[config.mk]
export PLATFORM = sky130hd
export DESIGN_NAME = entropy_fifo
export DESIGN_NICKNAME = d
export VERILOG_FILES = /design/src/rtl/entropy_fifo_pkg.sv /design/src/rtl/entropy_fifo_store.sv /design/src/rtl/entropy_fifo_packer.sv /design/src/rtl/entropy_fifo_pacer.sv /design/src/rtl/entropy_fifo.sv
export SDC_FILE = /design/constraint.sdc
export NUM_CORES = 2
export LEC_CHECK = 0
export BUFFER_PORTS_ARGS = -buffer_cell sky130_fd_sc_hd__buf_2
export CORE_AREA = 2 2 415 417
export CTS_CLUSTER_SIZE = 24
export DETAILED_ROUTE_END_ITERATION = 10
export DIE_AREA = 0 0 417 419
export PLACE_DENSITY = 0.57
export SKIP_CTS_REPAIR_TIMING = 1
export SLEW_MARGIN = 25
export SYNTH_ARGS = -nofsm -noshare
export SYNTH_HDL_FRONTEND = slang
export SYNTH_SLANG_ARGS = --single-unit
[constraint.sdc]
create_clock -name clk_i -period 8.93 [get_ports clk_i]
set_clock_uncertainty 0.2 [all_clocks]
set_input_delay 1.786 -clock clk_i [delete_from_list [all_inputs] [get_ports clk_i]]
set_output_delay 1.786 -clock clk_i [all_outputs]
set_load 0.02 [all_outputs]
[src/rtl/entropy_fifo_pkg.sv]
package entropy_fifo_pkg;
  localparam int unsigned DATA_W  = 32;
  localparam int unsigned LANES   = DATA_W / 8;
  localparam int unsigned THR_LSB = 16;
  localparam int unsigned STAT_W  = 1;

  typedef enum logic [2:0] {
    REG_CTRL  = 3'd0,
    REG_LEVEL = 3'd1,
    REG_STAT  = 3'd2,
    REG_IRQEN = 3'd3,
    REG_DATA  = 3'd4
  } reg_sel_e;
endpackage

[src/rtl/entropy_fifo_store.sv]
// Circular byte store; DEPTH must be a power of two.
module entropy_fifo_store #(
  parameter int unsigned DEPTH = 128,
  parameter int unsigned LANES = 4,
  localparam int unsigned PTR_W = $clog2(DEPTH),
  localparam int unsigned CNT_W = $clog2(DEPTH + 1),
  localparam int unsigned POP_W = $clog2(LANES + 1)
) (
  input  logic               clk_i,
  input  logic               rst_ni,
  input  logic               push_i,
  input  logic [7:0]         push_data_i,
  input  logic [POP_W-1:0]   pop_n_i,
  output logic [CNT_W-1:0]   count_o,
  output logic               full_next_o,
  output logic [LANES*8-1:0] peek_o
);
  logic [7:0]       mem_q [DEPTH];
  logic [PTR_W-1:0] wr_ptr_q, rd_ptr_q;
  logic [CNT_W-1:0] count_q, count_d;

  assign count_d     = count_q + CNT_W'(push_i) - CNT_W'(pop_n_i);
  assign full_next_o = (count_d == CNT_W'(DEPTH));
  assign count_o     = count_q;

  always_ff @(posedge clk_i or negedge rst_ni) begin
    if (!rst_ni) begin
      wr_ptr_q <= '0;
      rd_ptr_q <= '0;
      count_q  <= '0;
    end else begin
      if (push_i) wr_ptr_q <= wr_ptr_q + PTR_W'(1);
      rd_ptr_q <= rd_ptr_q + PTR_W'(pop_n_i);
      count_q  <= count_d;
    end
  end

  always_ff @(posedge clk_i) begin
    if (push_i) mem_q[wr_ptr_q] <= push_data_i;
  end

  for (genvar k = 0; k < LANES; k++) begin : g_peek
    assign peek_o[k*8 +: 8] = mem_q[rd_ptr_q + PTR_W'(k)];
  end
endmodule

[src/rtl/entropy_fifo_packer.sv]
// Chooses how many bytes a word read takes and zeroes the empty lanes.
module entropy_fifo_packer #(
  parameter int unsigned DEPTH = 128,
  parameter int unsigned LANES = 4,
  localparam int unsigned CNT_W = $clog2(DEPTH + 1),
  localparam int unsigned POP_W = $clog2(LANES + 1)
) (
  input  logic [CNT_W-1:0]   count_i,
  input  logic [LANES*8-1:0] peek_i,
  output logic [POP_W-1:0]   avail_o,
  output logic [LANES*8-1:0] word_o
);
  assign avail_o = (count_i >= CNT_W'(LANES)) ? POP_W'(LANES) : POP_W'(count_i);

  for (genvar k = 0; k < LANES; k++) begin : g_lane
    assign word_o[k*8 +: 8] = (count_i > CNT_W'(k)) ? peek_i[k*8 +: 8] : 8'h00;
  end
endmodule

[src/rtl/entropy_fifo_pacer.sv]
// Refill window control: open until full, then shut for PERIOD cycles.
module entropy_fifo_pacer #(
  parameter int unsigned PERIOD = 1024,
  localparam int unsigned TMR_W = (PERIOD > 1) ? $clog2(PERIOD) : 1
) (
  input  logic clk_i,
  input  logic rst_ni,
  input  logic en_i,
  input  logic start_i,
  input  logic stop_i,
  input  logic full_next_i,
  output logic filling_o
);
  localparam logic [TMR_W-1:0] LAST = TMR_W'(PERIOD - 1);

  logic             filling_q;
  logic [TMR_W-1:0] tmr_q;

  always_ff @(posedge clk_i or negedge rst_ni) begin
    if (!rst_ni) begin
      filling_q <= 1'b0;
      tmr_q     <= '0;
    end else if (stop_i) begin
      filling_q <= 1'b0;
      tmr_q     <= '0;
    end else if (start_i) begin
      filling_q <= 1'b1;
      tmr_q     <= '0;
    end else if (en_i) begin
      if (filling_q) begin
        if (full_next_i) filling_q <= 1'b0;
        tmr_q <= '0;
      end else if (tmr_q == LAST) begin
        filling_q <= 1'b1;
        tmr_q     <= '0;
      end else begin
        tmr_q <= tmr_q + TMR_W'(1);
      end
    end
  end

  assign filling_o = filling_q;
endmodule

[src/rtl/entropy_fifo.sv]
module entropy_fifo
  import entropy_fifo_pkg::*;
#(
  parameter int unsigned DEPTH  = 128,
  parameter int unsigned ADDR_W = 5,
  localparam int unsigned CNT_W  = $clog2(DEPTH + 1),
  localparam int unsigned POP_W  = $clog2(LANES + 1),
  localparam int unsigned PERIOD = DEPTH * 8
) (
  input  logic              clk_i,
  input  logic              rst_ni,
  input  logic              req_i,
  input  logic              we_i,
  input  logic [ADDR_W-1:0] addr_i,
  input  logic [3:0]        be_i,
  input  logic [DATA_W-1:0] wdata_i,
  output logic [DATA_W-1:0] rdata_o,
  input  logic              src_valid_i,
  input  logic [7:0]        src_data_i,
  output logic              src_ready_o,
  output logic              irq_o
);
  logic              acc, wr, rd;
  reg_sel_e          sel;
  logic              en_q, en_rise, en_fall, stat_clr;
  logic [CNT_W-1:0]  thr_q, count;
  logic [STAT_W-1:0] status_q, irq_en_q, stat_cond;
  logic              push, full_next, filling;
  logic [POP_W-1:0]  avail, pop_n;
  logic [DATA_W-1:0] peek, word;
  logic              unused_bits;

  assign unused_bits = ^{addr_i[1:0], wdata_i};

  assign acc = req_i & (be_i == 4'hF);
  assign wr  = acc & we_i;
  assign rd  = acc & ~we_i;
  assign sel = reg_sel_e'(addr_i[4:2]);

  assign en_rise  = wr & (sel == REG_CTRL) & wdata_i[0] & ~en_q;
  assign en_fall  = wr & (sel == REG_CTRL) & ~wdata_i[0] & en_q;
  assign stat_clr = wr & (sel == REG_STAT) & wdata_i[0];
  assign pop_n    = (rd && sel == REG_DATA) ? avail : '0;

  assign stat_cond   = STAT_W'(count > thr_q);
  assign src_ready_o = en_q & filling & (count != CNT_W'(DEPTH));
  assign push        = src_valid_i & src_ready_o;
  assign irq_o       = |(status_q & irq_en_q);

  always_ff @(posedge clk_i or negedge rst_ni) begin
    if (!rst_ni) begin
      en_q     <= 1'b0;
      thr_q    <= '0;
      irq_en_q <= '0;
      status_q <= '0;
    end else begin
      if (en_rise) en_q <= 1'b1;
      else if (en_fall) en_q <= 1'b0;
      if (wr && sel == REG_LEVEL) thr_q <= wdata_i[THR_LSB +: CNT_W];
      if (wr && sel == REG_IRQEN) irq_en_q <= wdata_i[STAT_W-1:0];
      // clear wins in its own cycle; a held condition re-sets on the next edge
      if (stat_clr) status_q <= '0;
      else          status_q <= status_q | stat_cond;
    end
  end

  always_comb begin
    rdata_o = '0;
    if (rd) begin
      unique case (sel)
        REG_CTRL:  rdata_o = DATA_W'(en_q);
        REG_LEVEL: rdata_o = (DATA_W'(thr_q) << THR_LSB) | DATA_W'(count);
        REG_STAT:  rdata_o = DATA_W'(status_q);
        REG_IRQEN: rdata_o = DATA_W'(irq_en_q);
        REG_DATA:  rdata_o = word;
        default:   rdata_o = '0;
      endcase
    end
  end

  entropy_fifo_store #(.DEPTH(DEPTH), .LANES(LANES)) u_store (
    .clk_i       (clk_i),
    .rst_ni      (rst_ni),
    .push_i      (push),
    .push_data_i (src_data_i),
    .pop_n_i     (pop_n),
    .count_o     (count),
    .full_next_o (full_next),
    .peek_o      (peek)
  );

  entropy_fifo_packer #(.DEPTH(DEPTH), .LANES(LANES)) u_packer (
    .count_i (count),
    .peek_i  (peek),
    .avail_o (avail),
    .word_o  (word)
  );

  entropy_fifo_pacer #(.PERIOD(PERIOD)) u_pacer (
    .clk_i       (clk_i),
    .rst_ni      (rst_ni),
    .en_i        (en_q),
    .start_i     (en_rise),
    .stop_i      (en_fall),
    .full_next_i (full_next),
    .filling_o   (filling)
  );
endmodule

==> flow_metrics.env <==
export IMPL_nets=4095
export IMPL_fmax_ghz=0.122
export IMPL_drive_above_1_share_pct=40.1
export IMPL_crit_buf_inv=4
export IMPL_crit_fanout=44
export IMPL_slew_headroom_pct=17.3
export IMPL_htree_levels=3
export IMPL_min_period_over_period_pct=91.5
export IMPL_power_density_nw_per_um2=180
export IMPL_crit_chain="inv_1, ha_4, buf_12, buf_4, mux4_2, and2_1, a211oi_1, a21oi_1, a32oi_1, nand4_1, buf_2"
export IMPL_drt_first_iter_violations=7584
export IMPL_power_leakage_nw=23.0
export IMPL_crit_family="buffers and inverters"
export IMPL_period_minus_slack_ns=8.17
export IMPL_grt_usage_pct=28.3
export IMPL_ys_seq_elements=1068
export IMPL_setup_viol=0
export IMPL_grt_pass1_vias=43000
export IMPL_top_layer_used="met5"
export IMPL_synth_main_ff_cell="edfxtp_1"
export IMPL_grt_max_degree=138
export IMPL_layout_common_cells="mux4_2 (1093), edfxtp_1 (1024), nand2_1 (348), mux2i_1 (203), buf_4 (185)"
export IMPL_io_buffers=62
export IMPL_rsz0062_at_grt="no"
export IMPL_hold_violations=0
export IMPL_cts_root_buffer="clkbuf_16"
export IMPL_fin_cells=6341
export IMPL_die_h_um=419
export IMPL_layout_commonest_cell="mux4_2"
export IMPL_tightest_slew_ns=1.24
export IMPL_route_met2_wl_um=112000
export IMPL_ant_nets=0
export IMPL_cts_buffers=116
export IMPL_cts_sinks=1068
export IMPL_crit_path_top_delay_cell="dfrtp_4"
export IMPL_core_area_um2=171000
export IMPL_netlist_area_um2=67800
export IMPL_yosysSeqAreaShare_pct=47.0
export IMPL_maxCapViolations=0
export IMPL_synthCells=3994
export IMPL_crit_type="register to primary output"
export IMPL_clk_latency_ns=0.76
export IMPL_syn_to_final_growth_pct=10.6
export IMPL_yosysUniqueCellTypes=72
export IMPL_power_mw=13.5
export IMPL_place_hpwl_um=165000
export IMPL_worstHoldPathType="register to register"
export IMPL_grt_ovfl_total=0
export IMPL_wl_per_cell_um=39.4
export IMPL_avgViaCountPerCell=7.21
export IMPL_crit_arrival_ns=6.19
export IMPL_grt_pass1_wl_um=345000
export IMPL_die_x_um=417
export IMPL_placed_cells=6120
export IMPL_vias=45700
export IMPL_drt_met1_wl_um=90500
export IMPL_whs_ns=0.298
export IMPL_drv_slew=0
export IMPL_antenna_found_initial=11
export IMPL_tns_ns=0
export IMPL_start_util_pct=39.7
export IMPL_clock_path_buffers=3
export IMPL_ios=88
export IMPL_synth_async_sr_flop_share_pct=4.12
export IMPL_yosysWarnings=0
export IMPL_synth_avg_cell_area_um2=17.0
export IMPL_status="finished clean"
export IMPL_cts_tree="yes"
export IMPL_synth_top_area_cell="edfxtp_1"
export IMPL_wirelength_um=250000
export IMPL_clk_pin_slew_ns=0.06
export IMPL_synth_top_area_share_pct=45.4
export IMPL_rows=152
export IMPL_dr_pass1_iters=6
export IMPL_synth_edf_count=1024
export IMPL_cp_required_ns=6.94
export IMPL_drt_drc_violations_left=0
export IMPL_dieArea_um2=175000
export IMPL_synthTopCellsByArea="edfxtp_1 (45%), mux4_2 (36%), mux2i_1 (3.0%)"
export IMPL_wl_met3_um=32400
export IMPL_end_kind="primary output"
export IMPL_cpPeakStageDelay_ns=1.08
export IMPL_place_gp_congestion=0.942
export IMPL_start_kind="register"
export IMPL_ir_drop_mv=0.169
Yosys cell counts (all sizes together), types with 8 or more instances:
master,instances
nand3,103
nor2,189
a221oi,18
a32oi,60
mux2,28
xnor2,26
or2,8
xor2,13
mux4,1096
a22oi,21
nand4,46
nor3,11
mux2i,203
dfrtp,44
a21oi,55
a211oi,19
inv,25
ha,32
o22ai,21
o211ai,25
o221ai,18
edfxtp,1024
and3,10
o21ai,53
buf,228
clkbuf,143
and2,23
nand3b,11
nand2,349
nand2b,9
nor2b,10
state kept, by name (all words and copies together), names as in the netlist:
signal	count
en_q	1
u_store.mem_q	1024
irq_en_q	1
u_store.rd_ptr_q	7
u_pacer.filling_o	1
status_q	1
u_pacer.tmr_q	10
thr_q	8
u_store.wr_ptr_q	7
u_store.count_o	8
cell families (layout without fill, tap and decap cells):
kind of cell,count (synthesis),count (layout),synth area share [%]
AO/OA/AOI/OAI,339,339,3.60
XOR/XNOR,39,39,0.532
adder cells (fa/ha/maj),34,34,0.650
buffers and inverters,396,503,3.17
flip-flops,1068,1068,47.0
multiplexers,1327,1327,39.9
other,1,8,0.00553
AND/OR/NAND/NOR,790,790,5.18
per-stage QoR:
step	utilization [%]	setup slack, ns	area (µm²)
6_report	44.0	0.757	75000
3_3_place_gp	41.6	1.58	70900
3_5_place_dp	41.6	1.56	71000
2_1_floorplan	-	3.19	67800
4_1_cts	43.9	0.746	74900
5_1_grt	43.9	0.685	75000
power breakdown:
group / internal [mW] / switching, mW
clock network: 2.89 / 2.13
logic: 1.18 / 1.67
registers: 5.52 / 0.0772
worst paths after layout:
kind / start / depth (start not counted) / end / slack (ns)
hold / removal: u_store.wr_ptr_q[2]$_DFFE_PN0P_ / 1 / u_store.wr_ptr_q[2]$_DFFE_PN0P_ / 0.30
setup reg to reg: u_store.count_o[7]$_DFF_PN0_ / 15 / u_pacer.filling_o$_DFFE_PN0P_ / 4.90
hold reg to reg: u_store.wr_ptr_q[2]$_DFFE_PN0P_ / 1 / u_store.wr_ptr_q[2]$_DFFE_PN0P_ / 0.30
max in group asynchronous: rst_ni / 1 / u_store.rd_ptr_q[2]$_DFF_PN0_ / 7.24
setup / recovery: u_store.rd_ptr_q[1]$_DFF_PN0_ / 11 / rdata_o[27] / 0.76
min in group asynchronous: rst_ni / 1 / thr_q[3]$_DFFE_PN0P_ / 0.84
final cells by class:
type | count | area, µm²
sequential | 1068 | 31900
tap | 2233 | 2790
fill | 14800 | 95600
timing repair buffer | 265 | 2200
inverter | 25 | 93.8
clock buffer | 137 | 3070
antenna | 6 | 15.0
clock inverter | 76 | 847
multi-input combinational | 2531 | 34100
metal layers:
metal  track usage (%)  vias to the layer above
met3              8.04                      588
met2              42.3                     3603
met1              37.9                    24200
li1                  -                    17300
met5                 0                        -
met4              14.4                       10
(Power assumes the default switching activity.)
